## config.mk

```make
export PLATFORM = sky130hd
export DESIGN_NAME = bert_rx_sync
export DESIGN_NICKNAME = d
export VERILOG_FILES = /design/src/rtl/bert_rx_pkg.sv /design/src/rtl/bert_rx_patgen.sv /design/src/rtl/bert_rx_errwin.sv /design/src/rtl/bert_rx_satcnt.sv /design/src/rtl/bert_rx_sync.sv
export SDC_FILE = /design/constraint.sdc
export NUM_CORES = 1
export LEC_CHECK = 0
export BUFFER_PORTS_ARGS = -buffer_cell sky130_fd_sc_hd__buf_4
export CORE_ASPECT_RATIO = 0.9
export CORE_UTILIZATION = 46
export CTS_CLUSTER_DIAMETER = 200
export DETAILED_ROUTE_END_ITERATION = 6
export PLACE_DENSITY = 0.62
export SETUP_SLACK_MARGIN = 0.1
export SLEW_MARGIN = 10
export SYNTH_ARGS = -nofsm -noshare
export SYNTH_HDL_FRONTEND = slang
export SYNTH_HIERARCHICAL = 1
export SYNTH_SLANG_ARGS = --single-unit
export TNS_END_PERCENT = 5
```

## constraint.sdc

```tcl
create_clock -name clk -period 6.5 [get_ports clk]
set_input_delay 0.325 -clock clk [delete_from_list [all_inputs] [get_ports clk]]
set_output_delay 0.325 -clock clk [all_outputs]
set_load 0.05 [all_outputs]
```

## src/rtl/bert_rx_pkg.sv

```systemverilog
package bert_rx_pkg;

    localparam int GEN_W      = 32;
    localparam int QRSS_TAP_A = 17;
    localparam int QRSS_TAP_B = 20;
    localparam int QRSS_RUN   = 14;
    localparam int PHASE_W    = $clog2(2 * GEN_W);

    typedef enum logic [1:0] {
        ST_LOAD   = 2'd0,
        ST_VERIFY = 2'd1,
        ST_SYNC   = 2'd2
    } sync_state_e;

    typedef enum logic {
        PAT_PRBS   = 1'b0,
        PAT_REPEAT = 1'b1
    } pat_kind_e;

    typedef struct packed {
        pat_kind_e  kind;
        logic       qrss;
        logic [4:0] len_m1;
        logic [4:0] tap_m1;
    } pat_cfg_t;

    typedef struct packed {
        sync_state_e        state;
        logic [PHASE_W-1:0] idx;
    } sync_ctx_t;

    // Predicted next bit of the local generator for the given register contents.
    function automatic logic gen_predict(input logic [GEN_W-1:0] g, input pat_cfg_t c);
        logic fb;
        if (c.qrss)
            fb = g[QRSS_TAP_A-1] ^ g[QRSS_TAP_B-1];
        else if (c.kind == PAT_REPEAT)
            fb = g[c.len_m1];
        else
            fb = g[c.len_m1] ^ g[c.tap_m1];
        if ((c.qrss || c.kind == PAT_PRBS) && (g[GEN_W-2:0] == '0))
            fb = 1'b1;
        if (c.qrss && (g[QRSS_RUN-1:0] == '0))
            fb = 1'b1;
        return fb;
    endfunction

endpackage

```

## src/rtl/bert_rx_patgen.sv

```systemverilog
module bert_rx_patgen
    import bert_rx_pkg::*;
(
    input  logic     clk,
    input  logic     rst,
    input  pat_cfg_t cfg,
    input  logic     shift_en,
    input  logic     load_sel,
    input  logic     rx_bit,
    output logic     pred
);

    logic [GEN_W-1:0] gen_q;
    logic             shift_in;

    always_comb begin
        pred     = gen_predict(gen_q, cfg);
        shift_in = load_sel ? rx_bit : pred;
    end

    always_ff @(posedge clk) begin
        if (rst)
            gen_q <= '0;
        else if (shift_en)
            gen_q <= {gen_q[GEN_W-2:0], shift_in};
    end

    AST_NO_ZERO_LOCKUP: assert property (@(posedge clk) disable iff (rst)
        (shift_en && !load_sel && (cfg.qrss || cfg.kind == PAT_PRBS))
        |=> (gen_q[GEN_W-2:0] != '0)) else $error("zero lockup");

endmodule

```

## src/rtl/bert_rx_errwin.sv

```systemverilog
module bert_rx_errwin #(
    parameter int WIN    = 64,
    parameter int THRESH = 6
) (
    input  logic clk,
    input  logic rst,
    input  logic clr,
    input  logic upd,
    input  logic mis,
    output logic trip
);

    localparam int CW = $clog2(WIN + 1);

    logic [WIN-1:0] hist_q;
    logic [CW-1:0]  tally_q;
    logic [CW-1:0]  tally_nx;

    always_comb begin
        tally_nx = tally_q + CW'(mis) - CW'(hist_q[WIN-1]);
        trip     = upd && (tally_nx >= CW'(THRESH));
    end

    always_ff @(posedge clk) begin
        if (rst || clr) begin
            hist_q  <= '0;
            tally_q <= '0;
        end else if (upd) begin
            hist_q  <= {hist_q[WIN-2:0], mis};
            tally_q <= tally_nx;
        end
    end

    AST_WIN_TALLY: assert property (@(posedge clk) disable iff (rst)
        tally_q == CW'($countones(hist_q))) else $error("window tally");

    AST_WIN_BOUND: assert property (@(posedge clk) disable iff (rst)
        tally_q <= CW'(WIN)) else $error("window bound");

endmodule

```

## src/rtl/bert_rx_satcnt.sv

```systemverilog
module bert_rx_satcnt #(
    parameter int W = 32
) (
    input  logic         clk,
    input  logic         rst,
    input  logic         clr,
    input  logic         inc,
    output logic [W-1:0] q
);

    localparam logic [W-1:0] TOP = '1;

    always_ff @(posedge clk) begin
        if (rst || clr)
            q <= '0;
        else if (inc && (q != TOP))
            q <= q + W'(1);
    end

    AST_NO_OVERFLOW: assert property (@(posedge clk) disable iff (rst)
        (q == TOP && !clr) |=> (q == TOP)) else $error("counter wrapped");

    AST_HOLD_IDLE: assert property (@(posedge clk) disable iff (rst)
        (!inc && !clr) |=> $stable(q)) else $error("counter moved");

endmodule

```

## src/rtl/bert_rx_sync.sv

```systemverilog
module bert_rx_sync
    import bert_rx_pkg::*;
#(
    parameter int BIT_W  = 32,
    parameter int ERR_W  = 24,
    parameter int WIN    = 64,
    parameter int THRESH = 6
) (
    input  logic             clk,
    input  logic             rst,
    input  logic             rx_bit,
    input  logic             rx_en,
    input  logic             cfg_repeat,
    input  logic             cfg_qrss,
    input  logic [4:0]       cfg_len_m1,
    input  logic [4:0]       cfg_tap_m1,
    input  logic             cfg_auto_resync,
    input  logic             cnt_clr,
    output logic             in_sync,
    output logic [BIT_W-1:0] bit_cnt,
    output logic [ERR_W-1:0] err_cnt
);

    localparam logic [PHASE_W-1:0] LAST = PHASE_W'(GEN_W - 1);

    pat_cfg_t  cfg;
    sync_ctx_t ctx_q, ctx_nx;
    logic      pred, mis, trip, chk_upd;

    always_comb begin
        cfg.kind   = cfg_repeat ? PAT_REPEAT : PAT_PRBS;
        cfg.qrss   = cfg_qrss;
        cfg.len_m1 = cfg_len_m1;
        cfg.tap_m1 = cfg_tap_m1;
    end

    assign mis     = rx_bit ^ pred;
    assign chk_upd = rx_en && (ctx_q.state == ST_SYNC);

    bert_rx_patgen u_gen (
        .clk      (clk),
        .rst      (rst),
        .cfg      (cfg),
        .shift_en (rx_en),
        .load_sel (ctx_q.state == ST_LOAD),
        .rx_bit   (rx_bit),
        .pred     (pred)
    );

    bert_rx_errwin #(.WIN(WIN), .THRESH(THRESH)) u_win (
        .clk  (clk),
        .rst  (rst),
        .clr  (ctx_q.state != ST_SYNC),
        .upd  (chk_upd),
        .mis  (mis),
        .trip (trip)
    );

    bert_rx_satcnt #(.W(BIT_W)) u_bits (
        .clk (clk),
        .rst (rst),
        .clr (cnt_clr),
        .inc (chk_upd),
        .q   (bit_cnt)
    );

    bert_rx_satcnt #(.W(ERR_W)) u_errs (
        .clk (clk),
        .rst (rst),
        .clr (cnt_clr),
        .inc (chk_upd && mis),
        .q   (err_cnt)
    );

    always_comb begin
        ctx_nx = ctx_q;
        if (rx_en) begin
            unique case (ctx_q.state)
                ST_LOAD: begin
                    if (ctx_q.idx == LAST) begin
                        ctx_nx.state = ST_VERIFY;
                        ctx_nx.idx   = '0;
                    end else begin
                        ctx_nx.idx = ctx_q.idx + PHASE_W'(1);
                    end
                end
                ST_VERIFY: begin
                    if (mis) begin
                        ctx_nx.state = ST_LOAD;
                        ctx_nx.idx   = '0;
                    end else if (ctx_q.idx == LAST) begin
                        ctx_nx.state = ST_SYNC;
                        ctx_nx.idx   = '0;
                    end else begin
                        ctx_nx.idx = ctx_q.idx + PHASE_W'(1);
                    end
                end
                ST_SYNC: begin
                    if (trip && cfg_auto_resync) begin
                        ctx_nx.state = ST_LOAD;
                        ctx_nx.idx   = '0;
                    end
                end
                default: begin
                    ctx_nx.state = ST_LOAD;
                    ctx_nx.idx   = '0;
                end
            endcase
        end
    end

    always_ff @(posedge clk) begin
        if (rst) begin
            ctx_q.state <= ST_LOAD;
            ctx_q.idx   <= '0;
        end else begin
            ctx_q <= ctx_nx;
        end
    end

    assign in_sync = (ctx_q.state == ST_SYNC);

    AST_SYNC_ENTRY: assert property (@(posedge clk) disable iff (rst)
        $rose(in_sync) |-> $past(ctx_q.state == ST_VERIFY && rx_en && ctx_q.idx == LAST))
        else $error("sync without full verify");

    AST_IDX_RANGE: assert property (@(posedge clk) disable iff (rst)
        ctx_q.idx <= LAST) else $error("phase index range");

    AST_VERIFY_FAIL: assert property (@(posedge clk) disable iff (rst)
        (ctx_q.state == ST_VERIFY && rx_en && mis) |=> (ctx_q.state == ST_LOAD && ctx_q.idx == '0))
        else $error("verify mismatch not reloaded");

    AST_DISABLED_IGNORED: assert property (@(posedge clk) disable iff (rst)
        (!rx_en && !cnt_clr) |=> ($stable(ctx_q) && $stable(bit_cnt) && $stable(err_cnt)))
        else $error("disabled bit changed state");

    AST_NO_AUTO_DROP: assert property (@(posedge clk) disable iff (rst)
        (in_sync && !cfg_auto_resync) |=> in_sync) else $error("lock lost with resync off");

    AST_CLR_WINS: assert property (@(posedge clk) disable iff (rst)
        cnt_clr |=> (bit_cnt == '0 && err_cnt == '0)) else $error("clear ignored");

endmodule

```

==> metrics.csv <==
stage,metric,value,unit
outcome,status,completed,
placement,port_buffers,74,
grt,track_usage,0.1863,
sta,tightest_slew,854.0,ps
synthesis,netlist_instances,858,
min_path,worst_hold_startpoint,rx_bit,
critical_path,endpoint_kind,register,
power,p_leak,3.186,nW
clock_network,cts_buffer_depth,2,
sta,setup_slack,1514,ps
power,ir_drop,0.2107,mV
critical_path,reg2reg_to,ctx_q[5]$_SDFFE_PP0P_,
critical_path,path_class,register to register,
synthesis,ys_warn_count,6,
synthesis,synth.avg_cell_area,9.485,um2
drt,drc,0,
drt,via_per_inst,5.423,
clock_network,clk_pin_slew,60,ps
final_layout,nets,937,
synthesis,ys_seq_elements,167,
sta,fin_crit,4986,ps
critical_path,worstRegToRegCells,19,
drt,wl,16290,um
critical_path,rr_startpoint,u_gen/gen_q[19]$_SDFFE_PP0P_,
die,num_rows,45,
critical_path,r2r_slack,1510,ps
clock_network,cts_tree,done,
grt,grt_max_degree,72,
min_path,hold-path-cell-count,3,
clock_network,cts_resized,0,
clock_network,h-tree-depth,4,
sta,finalCritPeriodShare,0.7671,
die,ios,75,
drt,num_vias,6253,
sta,hold_violations,0,
critical_path,crit_start,u_gen/gen_q[19]$_SDFFE_PP0P_,
die,die_w,142.2,um
min_path,hold_class,input port to register,
die,core_area,17060,um2
synthesis,syn_nets,887,
synthesis,synth_flop_cell,dfxtp_1,
final_layout,layout_commonest_cell,dfxtp_1,
grt,grt_pass1_wl,27390,um
sta,relSlewSlack,0.4306,
critical_path,worst_setup_path_start_kind,register,
power,p_per_area,219.1,nW/um2
synthesis,netlist_area,8138,um2
final_layout,layout_common_cells,"167 x dfxtp_1, 143 x nor2_1, 118 x mux2i_1, 78 x buf_4, 46 x a21oi_1",
clock_network,cts_buffers,17,
synthesis,ys_seq_area_frac,0.4108,
drt,firstDrtPassIters,4,
final_layout,antenna_cells,0,
clock_network,cts_hold_buf,0,
clock_network,clock_latency,420,ps
drt,drt_iter0_markers,308,
critical_path,cp_max_fo,9,
synthesis,async_flop_share,0,
final_layout,layout-drive-gt1-share,0.1797,
grt,gr-total-overflow,0,
placement,hpwl,10540,um
final_layout,syn_to_final_growth,14.28,%
synthesis,yosysUniqueCellTypes,80,
clock_network,root_buffer,clkbuf_16,
clock_network,post_cts_buffers,0,
sta,drv_slew,0,
sta,finalSetupViolCount,0,
placement,place.gp.congestion,0.8434,
sta,timing.setup.tns,0,ps
synthesis,synth_edf_count,0,
placement,pre_cts_slack,1369,ps
sta,max_freq,0.2006,GHz
drt,ant_nets,0,
die,die_h,128.2,um
sta,fin_skew,9.546,ps
critical_path,arrival,5340,ps
die,initial_core_util,0.4770,
clock_network,cts_sinks,167,
die,die-area,18230,um2
sta,rsz0062_at_grt,no,
job,maxCapViolCount,0,
power,total_power,0.002038,W
drt,wl_per_cell,14.13,um
critical_path,cp.required,6850,ps
grt,grt_pass1_vias,5642,
min_path,hold_path_end,u_gen/gen_q[0]$_SDFFE_PP0P_,
grt,antenna_found_initial,0,
## metal layers
layer  track usage  vias to the layer above  wire, um  part of all wire
met5             0                        -         0                 0
met4       0.06894                        0       201             0.012
met3       0.03848                       18       532             0.033
met2        0.2725                      100      6981              0.43
met1        0.2680                     2938      8572              0.53
li1              -                     3197         -                 -
## state kept, by name, indices dropped and copies added (netlist names)
signal / flops
ctx_q: 8
u_bits/q: 32
u_errs/q: 24
u_gen/gen_q: 32
u_win/hist_q: 64
u_win/tally_q: 7
## worst max-delay path by stage
stage                             to  slack (ps)
3_5_place_dp   ctx_q[5]$_SDFFE_PP0P_        1370
2_1_floorplan  ctx_q[5]$_SDFFE_PP0P_        1950
4_1_cts        ctx_q[5]$_SDFFE_PP0P_        1470
6_report       ctx_q[5]$_SDFFE_PP0P_        1510
5_1_grt        ctx_q[5]$_SDFFE_PP0P_        1170
3_3_place_gp   ctx_q[5]$_SDFFE_PP0P_        1450
## through the flow
stage,util,cells,hold slack (ps),area (um2)
floorplan,-,858,448.1,8138
global placement,0.5131,1124,462.4,8753
detailed placement,0.5131,1124,473.9,8753
CTS,0.5451,1153,238.5,9300
global route,0.5451,1153,237.4,9300
finish,0.5451,1153,262.9,9300
## area by class of cell
type                    count  area, um2
flip-flops and latches    167       3343
multi-input cells         621       4444
inverters                  23      86.33
repair buffers             78      585.6
clock buffers              22      474.2
well taps                 235      294.0
clock inverters             7      72.57
fillers                  1599       7760
## kinds of logic after synthesis
group,Yosys count,share of synthesized area
AO/OA/AOI/OAI,138,0.1209
XOR/XNOR,26,0.02891
adder cells (fa/ha/maj),11,0.01784
buffers and inverters,70,0.04397
flip-flops,167,0.4108
multiplexers,128,0.1724
AND/OR/NAND/NOR,318,0.2053
## cell usage after synthesis (7+ instances only)
master | instances | share of area
nor2_1 | 144 | 0.066
a211oi_1 | 10 | 0.0092
nand2_1 | 32 | 0.015
o21ai_0 | 17 | 0.010
a21oi_1 | 46 | 0.028
or3_1 | 16 | 0.012
xnor2_1 | 18 | 0.019
inv_1 | 23 | 0.011
o31ai_1 | 10 | 0.0092
buf_2 | 12 | 0.0074
a31oi_1 | 7 | 0.0054
mux2i_1 | 118 | 0.15
nand4_1 | 20 | 0.015
clkbuf_1 | 22 | 0.010
ha_1 | 10 | 0.015
nand3_1 | 24 | 0.015
o21ai_1 | 10 | 0.0062
xor2_1 | 7 | 0.0075
buf_6 | 9 | 0.012
dfxtp_1 | 167 | 0.41
a21oi_2 | 7 | 0.0075
or4_1 | 10 | 0.0092
mux4_2 | 7 | 0.019
## worst max-delay path: stages (launching register included)
cell and delay, ps:
dfxtp_1 350, mux4_1 510, a22o_1 220, a31o_1 200
or4b_1 460, mux2i_1 190, a31oi_1 100, xor2_2 470
ha_1 260, inv_1 60, fa_1 390, nor2b_1 150
o31a_2 160, a31o_2 170, nor3_2 40, a21oi_1 130
and2_1 160, o21ai_1 180, or4b_1 570, a21oi_1 140
## where the power goes
part           internal (W)  switching, W
Clock              0.000552      0.000395
Sequential          0.00102    0.00000196
Combinational     0.0000256     0.0000383
Note: power is estimated with default switching activity, not from simulation.
